## src/rtl/dal_pkg.sv

```systemverilog
package dal_pkg;

  localparam int unsigned WORD_W     = 32;
  localparam int unsigned BYTE_W     = 8;
  localparam int unsigned WORD_BYTES = WORD_W / BYTE_W;
  localparam int unsigned LEN_W      = 24;
  localparam int unsigned ADDR_OFS   = 0;

  typedef enum logic [1:0] {
    SEL_NONE  = 2'd0,
    SEL_ADDR  = 2'd1,
    SEL_LATCH = 2'd2
  } reg_sel_e;

  // Latch offset for each register layout variant.
  function automatic int unsigned latch_offset(input int unsigned variant);
    return (variant == 0) ? 32'h0000_8000 : 32'h0000_0010;
  endfunction

  // Number of address-register bytes that follow the latch write.
  function automatic int unsigned addr_bytes(input int unsigned variant);
    return (variant == 0) ? 4 : 3;
  endfunction

endpackage

```

## src/rtl/dal_rst_sync.sv

```systemverilog
module dal_rst_sync (
  input  logic clk,
  input  logic rst_n,
  output logic rst_sync_n
);

  logic stage1_q;
  logic stage2_q;

  always_ff @(posedge clk or negedge rst_n) begin
    if (!rst_n) begin
      stage1_q <= 1'b0;
      stage2_q <= 1'b0;
    end else begin
      stage1_q <= 1'b1;
      stage2_q <= stage1_q;
    end
  end

  assign rst_sync_n = stage2_q;

endmodule

```

## src/rtl/dal_decode.sv

```systemverilog
module dal_decode
  import dal_pkg::*;
#(
  parameter int unsigned OFS_W     = 16,
  parameter int unsigned LATCH_OFS = 32'h8000
) (
  input  logic             bus_wr,
  input  logic [OFS_W-1:0] bus_ofs,
  output reg_sel_e         sel
);

  localparam logic [OFS_W-1:0] ADDR_V  = OFS_W'(ADDR_OFS);
  localparam logic [OFS_W-1:0] LATCH_V = OFS_W'(LATCH_OFS);

  always_comb begin
    sel = SEL_NONE;
    if (bus_wr) begin
      if (bus_ofs == ADDR_V) begin
        sel = SEL_ADDR;
      end else if (bus_ofs == LATCH_V) begin
        sel = SEL_LATCH;
      end
    end
  end

endmodule

```

## src/rtl/dal_len_clamp.sv

```systemverilog
module dal_len_clamp #(
  parameter int unsigned IN_W  = 32,
  parameter int unsigned OUT_W = 24
) (
  input  logic [IN_W-1:0]  len_in,
  output logic [OUT_W-1:0] len_out
);

  generate
    if (IN_W > OUT_W) begin : g_clamp
      logic over;
      assign over    = |len_in[IN_W-1:OUT_W];
      assign len_out = over ? {OUT_W{1'b1}} : len_in[OUT_W-1:0];
    end else begin : g_pass
      assign len_out = OUT_W'(len_in);
    end
  endgenerate

endmodule

```

## src/rtl/dal_seq.sv

```systemverilog
module dal_seq
  import dal_pkg::*;
#(
  parameter int unsigned N_ADDR = 4,
  localparam int unsigned CNT_W = $clog2(N_ADDR + 1)
) (
  input  logic              clk,
  input  logic              rst_n,
  input  reg_sel_e          sel,
  input  logic [BYTE_W-1:0] wdata,
  output logic              load_done,
  output logic [WORD_W-1:0] dma_addr,
  output logic              dma_dir,
  output logic              seq_error,
  output logic              armed
);

  localparam logic [CNT_W-1:0] LAST_CNT = CNT_W'(N_ADDR - 1);
  localparam logic [1:0]       TOP_POS  = 2'(N_ADDR - 1);

  // state
  logic              armed_q, armed_d;
  logic [CNT_W-1:0]  cnt_q, cnt_d;
  logic [WORD_W-1:0] shadow_q, shadow_d;
  logic              err_q, err_d;
  logic              done_q, done_d;
  logic [WORD_W-1:0] addr_q, addr_d;
  logic              dir_q, dir_d;

  // clock enables
  logic ctl_en;
  logic out_en;

  // byte lane steering
  logic [1:0]            pos;
  logic [WORD_BYTES-1:0] lane_hit;
  logic [WORD_W-1:0]     merged;

  assign pos = TOP_POS - 2'(cnt_q);

  for (genvar b = 0; b < WORD_BYTES; b++) begin : g_lane
    assign lane_hit[b] = (pos == 2'(b));
    assign merged[b*BYTE_W +: BYTE_W] =
      lane_hit[b] ? wdata : shadow_q[b*BYTE_W +: BYTE_W];
  end

  assign addr_d = {merged[WORD_W-2:0], 1'b0};
  assign dir_d  = merged[WORD_W-1];

  // next-state logic
  always_comb begin
    armed_d  = armed_q;
    cnt_d    = cnt_q;
    shadow_d = shadow_q;
    err_d    = err_q;
    done_d   = 1'b0;
    ctl_en   = 1'b0;
    out_en   = 1'b0;
    unique case (sel)
      SEL_LATCH: begin
        ctl_en   = 1'b1;
        armed_d  = 1'b1;
        cnt_d    = '0;
        err_d    = 1'b0;
        shadow_d = {wdata, shadow_q[WORD_W-BYTE_W-1:0]};
      end
      SEL_ADDR: begin
        ctl_en = 1'b1;
        if (!armed_q) begin
          err_d = 1'b1;
        end else begin
          shadow_d = merged;
          if (cnt_q == LAST_CNT) begin
            done_d  = 1'b1;
            out_en  = 1'b1;
            armed_d = 1'b0;
            cnt_d   = '0;
          end else begin
            cnt_d = cnt_q + 1'b1;
          end
        end
      end
      default: begin
      end
    endcase
  end

  // registers
  always_ff @(posedge clk or negedge rst_n) begin
    if (!rst_n) begin
      armed_q  <= 1'b0;
      cnt_q    <= '0;
      shadow_q <= '0;
      err_q    <= 1'b0;
      done_q   <= 1'b0;
      addr_q   <= '0;
      dir_q    <= 1'b0;
    end else begin
      done_q <= done_d;
      if (ctl_en) begin
        armed_q  <= armed_d;
        cnt_q    <= cnt_d;
        shadow_q <= shadow_d;
        err_q    <= err_d;
      end
      if (out_en) begin
        addr_q <= addr_d;
        dir_q  <= dir_d;
      end
    end
  end

  assign load_done = done_q;
  assign dma_addr  = addr_q;
  assign dma_dir   = dir_q;
  assign seq_error = err_q;
  assign armed     = armed_q;

endmodule

```

## src/rtl/dma_addr_loader.sv

```systemverilog
module dma_addr_loader
  import dal_pkg::*;
#(
  parameter int unsigned VARIANT  = 0,
  parameter int unsigned OFS_W    = 16,
  parameter int unsigned LEN_IN_W = 32
) (
  input  logic                clk,
  input  logic                rst_n,
  input  logic                bus_wr,
  input  logic [OFS_W-1:0]    bus_ofs,
  input  logic [BYTE_W-1:0]   bus_wdata,
  input  logic [LEN_IN_W-1:0] len_in,
  output logic [LEN_W-1:0]    len_out,
  output logic                load_done,
  output logic [WORD_W-1:0]   dma_addr,
  output logic                dma_dir,
  output logic                seq_error
);

  localparam int unsigned LATCH_OFS = latch_offset(VARIANT);
  localparam int unsigned N_ADDR    = addr_bytes(VARIANT);

  logic     rst_sync_n;
  reg_sel_e sel;
  logic     armed;

  dal_rst_sync u_rst (
    .clk        (clk),
    .rst_n      (rst_n),
    .rst_sync_n (rst_sync_n)
  );

  dal_decode #(
    .OFS_W     (OFS_W),
    .LATCH_OFS (LATCH_OFS)
  ) u_decode (
    .bus_wr  (bus_wr),
    .bus_ofs (bus_ofs),
    .sel     (sel)
  );

  dal_seq #(
    .N_ADDR (N_ADDR)
  ) u_seq (
    .clk       (clk),
    .rst_n     (rst_sync_n),
    .sel       (sel),
    .wdata     (bus_wdata),
    .load_done (load_done),
    .dma_addr  (dma_addr),
    .dma_dir   (dma_dir),
    .seq_error (seq_error),
    .armed     (armed)
  );

  dal_len_clamp #(
    .IN_W  (LEN_IN_W),
    .OUT_W (LEN_W)
  ) u_len (
    .len_in  (len_in),
    .len_out (len_out)
  );

endmodule

```

## config.mk

```make
export PLATFORM = sky130hd
export DESIGN_NAME = dma_addr_loader
export DESIGN_NICKNAME = d
export VERILOG_FILES = /design/src/rtl/dal_pkg.sv /design/src/rtl/dal_rst_sync.sv /design/src/rtl/dal_decode.sv /design/src/rtl/dal_len_clamp.sv /design/src/rtl/dal_seq.sv /design/src/rtl/dma_addr_loader.sv
export SDC_FILE = /design/constraint.sdc
export NUM_CORES = 1
export LEC_CHECK = 0
export BUFFER_PORTS_ARGS = -buffer_cell sky130_fd_sc_hd__buf_4
export CORE_MARGIN = 4
export CORE_UTILIZATION = 30
export CTS_BUF_LIST = sky130_fd_sc_hd__clkbuf_8
export DETAILED_ROUTE_END_ITERATION = 12
export SKIP_CTS_REPAIR_TIMING = 1
export SLEW_MARGIN = 20
export SYNTH_ARGS = -nofsm -noshare
export SYNTH_HDL_FRONTEND = slang
export SYNTH_SLANG_ARGS = --single-unit
```

## constraint.sdc

```tcl
create_clock -name clk -period 2.2 [get_ports clk]
set_input_delay 0.22 -clock clk [delete_from_list [all_inputs] [get_ports clk]]
set_output_delay 0.22 -clock clk [all_outputs]
set_load 0.005 [all_outputs]
```

## After elaboration in Yosys (flattened, before gate mapping)

Cells that the tools add are included.

| storage, ports and cells | value |
|---|---|
| bits in registers | 72 |
| latch bits | 0 |
| memory bits (writable) | 0 |
| ROM bits | 0 |
| output and inout bits | 59 |
| memories | 0 |

| operators by class | value |
|---|---|
| add/sub/neg operators | 2 |
| $mul | 0 |
| div/mod/pow operators | 0 |
| order comparisons | 0 |
| equal/unequal tests | 9 |
| shifts and indexed selects | 0 |
| mux-type cells | 22 |
| bitwise gates (word level) | 1 |
| reduce and logical (&&, ||, !) cells | 9 |

Operators with widths:

| kind | number |
|---|---|
| $pmux 32 s2 | 1 |
| $mux 32 | 1 |
| $mux 8 | 4 |
| $mux 24 | 1 |
| $eq 16x16->1 const B | 1 |
| $logic_not 16->1 | 1 |
| $reduce_or 8->1 | 1 |
| $mux 1 | 7 |
| $eq 2x2->1 const B | 3 |
| $mux 2 | 3 |
| $mux 3 | 2 |
| $pmux 3 s2 | 1 |
| $reduce_and 3->1 | 2 |
| $eq 2x1->1 const B | 2 |
| $pmux 1 s2 | 2 |
| $reduce_and 4->1 | 1 |
| $add 3x1->3 const B | 1 |
| $eq 3x2->1 const B | 1 |
| $logic_not 2->1 | 1 |
| $ne 2x1->1 const B | 1 |
| $ne 2x2->1 const B | 1 |
| $reduce_and 2->1 | 1 |
| $reduce_bool 2->1 | 1 |
| $reduce_or 2->1 | 1 |
| other kinds (2) | 2 |

## Logic depth before layout (Yosys ltp)

| depth | value |
|---|---|
| word-level depth | 8 |
| mapped depth | 7 |
| mapped depth without buffers | 5 |

## By module

From an unflattened synthesis, not the netlist that was laid out.

| unflattened totals | value |
|---|---|
| cells, all modules | 322 |
| area, all modules | 3304.4 um^2 |

By module, submodules not included:

| module | instances | cells an instance | area each (um^2) |
|---|---|---|---|
| dal_seq | 1 | 281 | 2942.8 |
| dal_len_clamp | 1 | 30 | 237.7 |
| dal_decode | 1 | 8 | 70.1 |
| dal_rst_sync | 1 | 3 | 53.8 |

## Least setup slack after synthesis

OpenSTA, ideal clock, no wires.

| timing | value |
|---|---|
| path kind | input to register |
| start point | input port bus_ofs[2] |
| end point | register u_seq.shadow_q[24] |
| arrival time | 1.981 ns |
| slack | 0.094 ns |
| stages | 5 |
| path buffers | 1 |
| cell sequence | or4_1 -> or3_4 -> or3_1 -> buf_6 -> mux2_4 |

| on the way | value |
|---|---|
| word-level cells in the longest chain between the ends | 8 |

Ends and longest elaborated chain:

| element | line | text |
|---|---|---|
| from (decl) | dma_addr_loader.sv:11 | `input logic [OFS_W-1:0] bus_ofs,` |
| $eq 16x16->1 | dal_decode.sv:20 | `end else if (bus_ofs == LATCH_V) begin` |
| $mux 2 | dal_decode.sv:20 |  |
| $mux 2 * | dal_decode.sv:18 | `if (bus_ofs == ADDR_V) begin` |
| $mux 2 * | dal_decode.sv:17 | `if (bus_wr) begin` |
| $eq 2x1->1 or $eq 2x2->1 (tied branches) | dal_seq.sv:59 | `unique case (sel)` |
| $reduce_or 2->1 (no source line) | n/a |  |
| $mux 1 | dal_seq.sv:59 |  |
| $reduce_and 3->1 (no source line) | n/a |  |
| to (signal assigned) | dal_seq.sv:103 | `shadow_q <= shadow_d;` |
| to (decl) | dal_seq.sv:24 | `logic [WORD_W-1:0] shadow_q, shadow_d;` |

Mark *: on every way between the ends. The rest lies on a longest branch, timed or not. The select of a mux whose other input is x is not followed.
A chain may end at the register's enable or synchronous reset.

## Worst setup path in the final report

| timing | value |
|---|---|
| start point | input port bus_ofs[13] |
| end point | register u_seq.shadow_q[31] |

Same word-level chain as after synthesis.

==> flow_summary.yaml <==
logic_synthesis:
  synth_top_cell_by_area: "dfrtp_1"
  ys_types: 28
  netlist_instances: 222
  ys_warn_count: 0
  ys_ff_latch: 64
  synth.cell_area_mm2: 0.003039
  synth_seq_area_share: 0.5270
  synth_top_cell_area_share: 0.5270
  netlist_top_cells_area: "dfrtp_1 (53%), mux2_2 (26%), or2_2 (4.9%), mux2_4 (4.0%), ha_1 (1.6%)"
  synthesis.nets: 285
  postSynthAreaPerCell_um2: 13.69
finish:
  multi_input_area_mm2: 0.001366
  fin_cells: 487
  fillers: 908
  nets: 412
  drive_gt1_frac: 0.6977
  diodes: 0
  fin_util: 0.4422
  area.sequential_mm2: 0.001603
  area_delta_synth_final_pct: 42.86
setup_path:
  endpoint_kind: "flip-flop"
  required_ns: 2.41
  critPathKind: "input port to flip-flop"
  cp_data_arrival_time_ns: 2.12
  cp-start-kind: "input port"
  critPathLaunch: "bus_ofs[13]"
  cp_max_fo: 8
  r2r-start: "u_seq.cnt_q[1]"
detailed_routing:
  drt_iter0_markers: 90
  ant_nets: 0
  vias: 2197
  drc_errors: 0
  routed_via_density: 4.511
  routed_wl_um: 7066
  dr.pass1.iters: 4
  wire_per_inst_um: 14.51
floorplan:
  initial_core_util: 0.3095
  ios: 118
  die_w_um: 108.7
  die-area_mm2: 0.01180
  rows: 36
  dieHeight_um: 108.7
  core-area_mm2: 0.009819
sta:
  setup_ws_ns: 0.2948
  setup_viol: 0
  max_slew_margin: 0.6312
  drv_slew: 0
  finalCritPeriodShare: 0.8660
  min_period_ns: 1.905
  fin_skew_ns: 0.01258
  rsz0062_at_grt: "false"
  finalHoldViolations: 0
  worst_pin_slew_ns: 0.5532
  fmax_mhz: 524.9
placement:
  place_ws_ns: -0.05214
  dp_hpwl_um: 5319
  port_buffers: 116
  post-place-cells: 470
  gp_congestion: 0.7224
global_routing:
  grt_pass1_wl_um: 11030
  grt_pass1_vias: 2180
  track_usage: 0.1215
  grt_max_degree: 52
  antenna_found_initial: 0
  grt_overflow_total: 0
clock_network:
  cts_num_sinks: 64
  clk_path_buf_depth: 2
  cts_root_buf: "clkbuf_8"
  numCtsBuffers: 9
  clkTransAtPathRegs_ns: 0.07
  cts_htree_levels: 3
  cts_tree: "yes"
  clk_latency_ns: 0.33
pwr:
  vdd_drop_max_mv: 0.5180
  p_per_area_mw_per_mm2: 547.5
  total_leakage_power_uw: 0.002230
  power_uw: 2377
worst_hold_path:
  worstHoldStart: "bus_ofs[15]"
  min_path_type: "input port to flip-flop"
flow_run:
  maxCapViolations: 0
status:
  outcome: "finished, final reports clean"
synthesized netlist by cell type, drive strengths merged:
library cell,instances
mux2,80
dfrtp,64
or2,24
clkbuf,6
buf,5
ha,4
nor2,4
nor4,4
or4,4
nand2,3
a21oi,2
a31oi,2
and2,2
conb,2
inv,2
nand2b,2
nand3,2
nor3,2
o21a,2
o22ai,2
or3,2
o21ai,1
or4b,1
layout by cell type (no fill, tap or decap), types with 4 or more instances in the layout:
cell type and instances:
buf_4 124, or4_1 4, mux2_4 8, nor2_1 4, dfrtp_1 63, ha_1 4, or2_2 24, clkbuf_8 13
mux2_2 70
state kept, by name (all words and copies together), names as in the netlist:
signal / count
u_seq.dma_addr: 31
u_seq.seq_error: 1
u_rst.stage1_q: 1
u_seq.shadow_q: 24
u_seq.dma_dir: 1
u_seq.load_done: 1
u_seq.armed: 1
u_rst.rst_sync_n: 1
u_seq.cnt_q: 3
layout make-up:
cell class,count,share of cell area
multi-input cells,145,0.3147
flip-flops and latches,64,0.3692
clock buffers,13,0.04121
well taps,133,0.03833
clock inverters,3,0.008934
inverters,2,0.001729
repair buffers,127,0.2259
critical path, cell delays in order:
cell,delay (ns)
buf_4,0.11
or4b_4,0.53
or3_4,0.41
or3_1,0.35
buf_4,0.19
mux2_4,0.31
kinds of logic (layout without fill, tap and decap cells):
family / after synthesis / in the layout / synth area share
AOI/OAI and AO/OA: 9 / 9 / 0.01811
other: 2 / 2 / 0.002471
buffers and inverters: 13 / 145 / 0.02347
DFF: 64 / 64 / 0.5270
and+or+nand+nor: 50 / 50 / 0.1062
muxes: 80 / 80 / 0.3063
adders and majority gates: 4 / 4 / 0.01647
worst paths after layout:
kind / end / slack, ns / cells past startpoint
worst max-delay path: u_seq.shadow_q[31] / 0.29 / 6
worst min-delay path: u_seq.cnt_q[1] / 0.11 / 2
worst max register to register: u_seq.shadow_q[16] / 0.35 / 5
worst min register to register: u_seq.dma_addr[17] / 0.14 / 0
max in group asynchronous: u_seq.shadow_q[25] / 1.50 / 1
min in group asynchronous: u_seq.dma_addr[17] / 0.14 / 0
report_power, final:
group | leakage, uW | total [uW] | internal (uW) | switching [uW]
logic | 0.00123 | 127 | 76.6 | 50.4
clock network | 0.000117 | 1070 | 642 | 425
registers | 0.000879 | 1180 | 1180 | 4.72
total | 0.00223 | 2380 | 1900 | 480
metrics by stage:
stage	hold slack [ns]	instance area, um^2	TNS (ns)
global placement	0.003678	4114	-0.3955
global route	0.1024	4342	0
CTS	-0.3563	4332	0
floorplan	-0.07559	3039	0
detailed placement	0.005244	4114	-1.149
finish	0.1051	4342	0
per-layer routing:
| layer | routed length (um) | share of wire | GRT usage | up-vias |
|---|---|---|---|---|
| li1 | - | - | - | 1040 |
| met2 | 3379 | 0.48 | 0.2079 | 93 |
| met5 | 0 | 0 | 0 | - |
| met4 | 119 | 0.017 | 0.05140 | 0 |
| met3 | 598 | 0.085 | 0.02724 | 11 |
| met1 | 2967 | 0.42 | 0.1472 | 1053 |
Note: power is estimated with default switching activity, not from simulation.
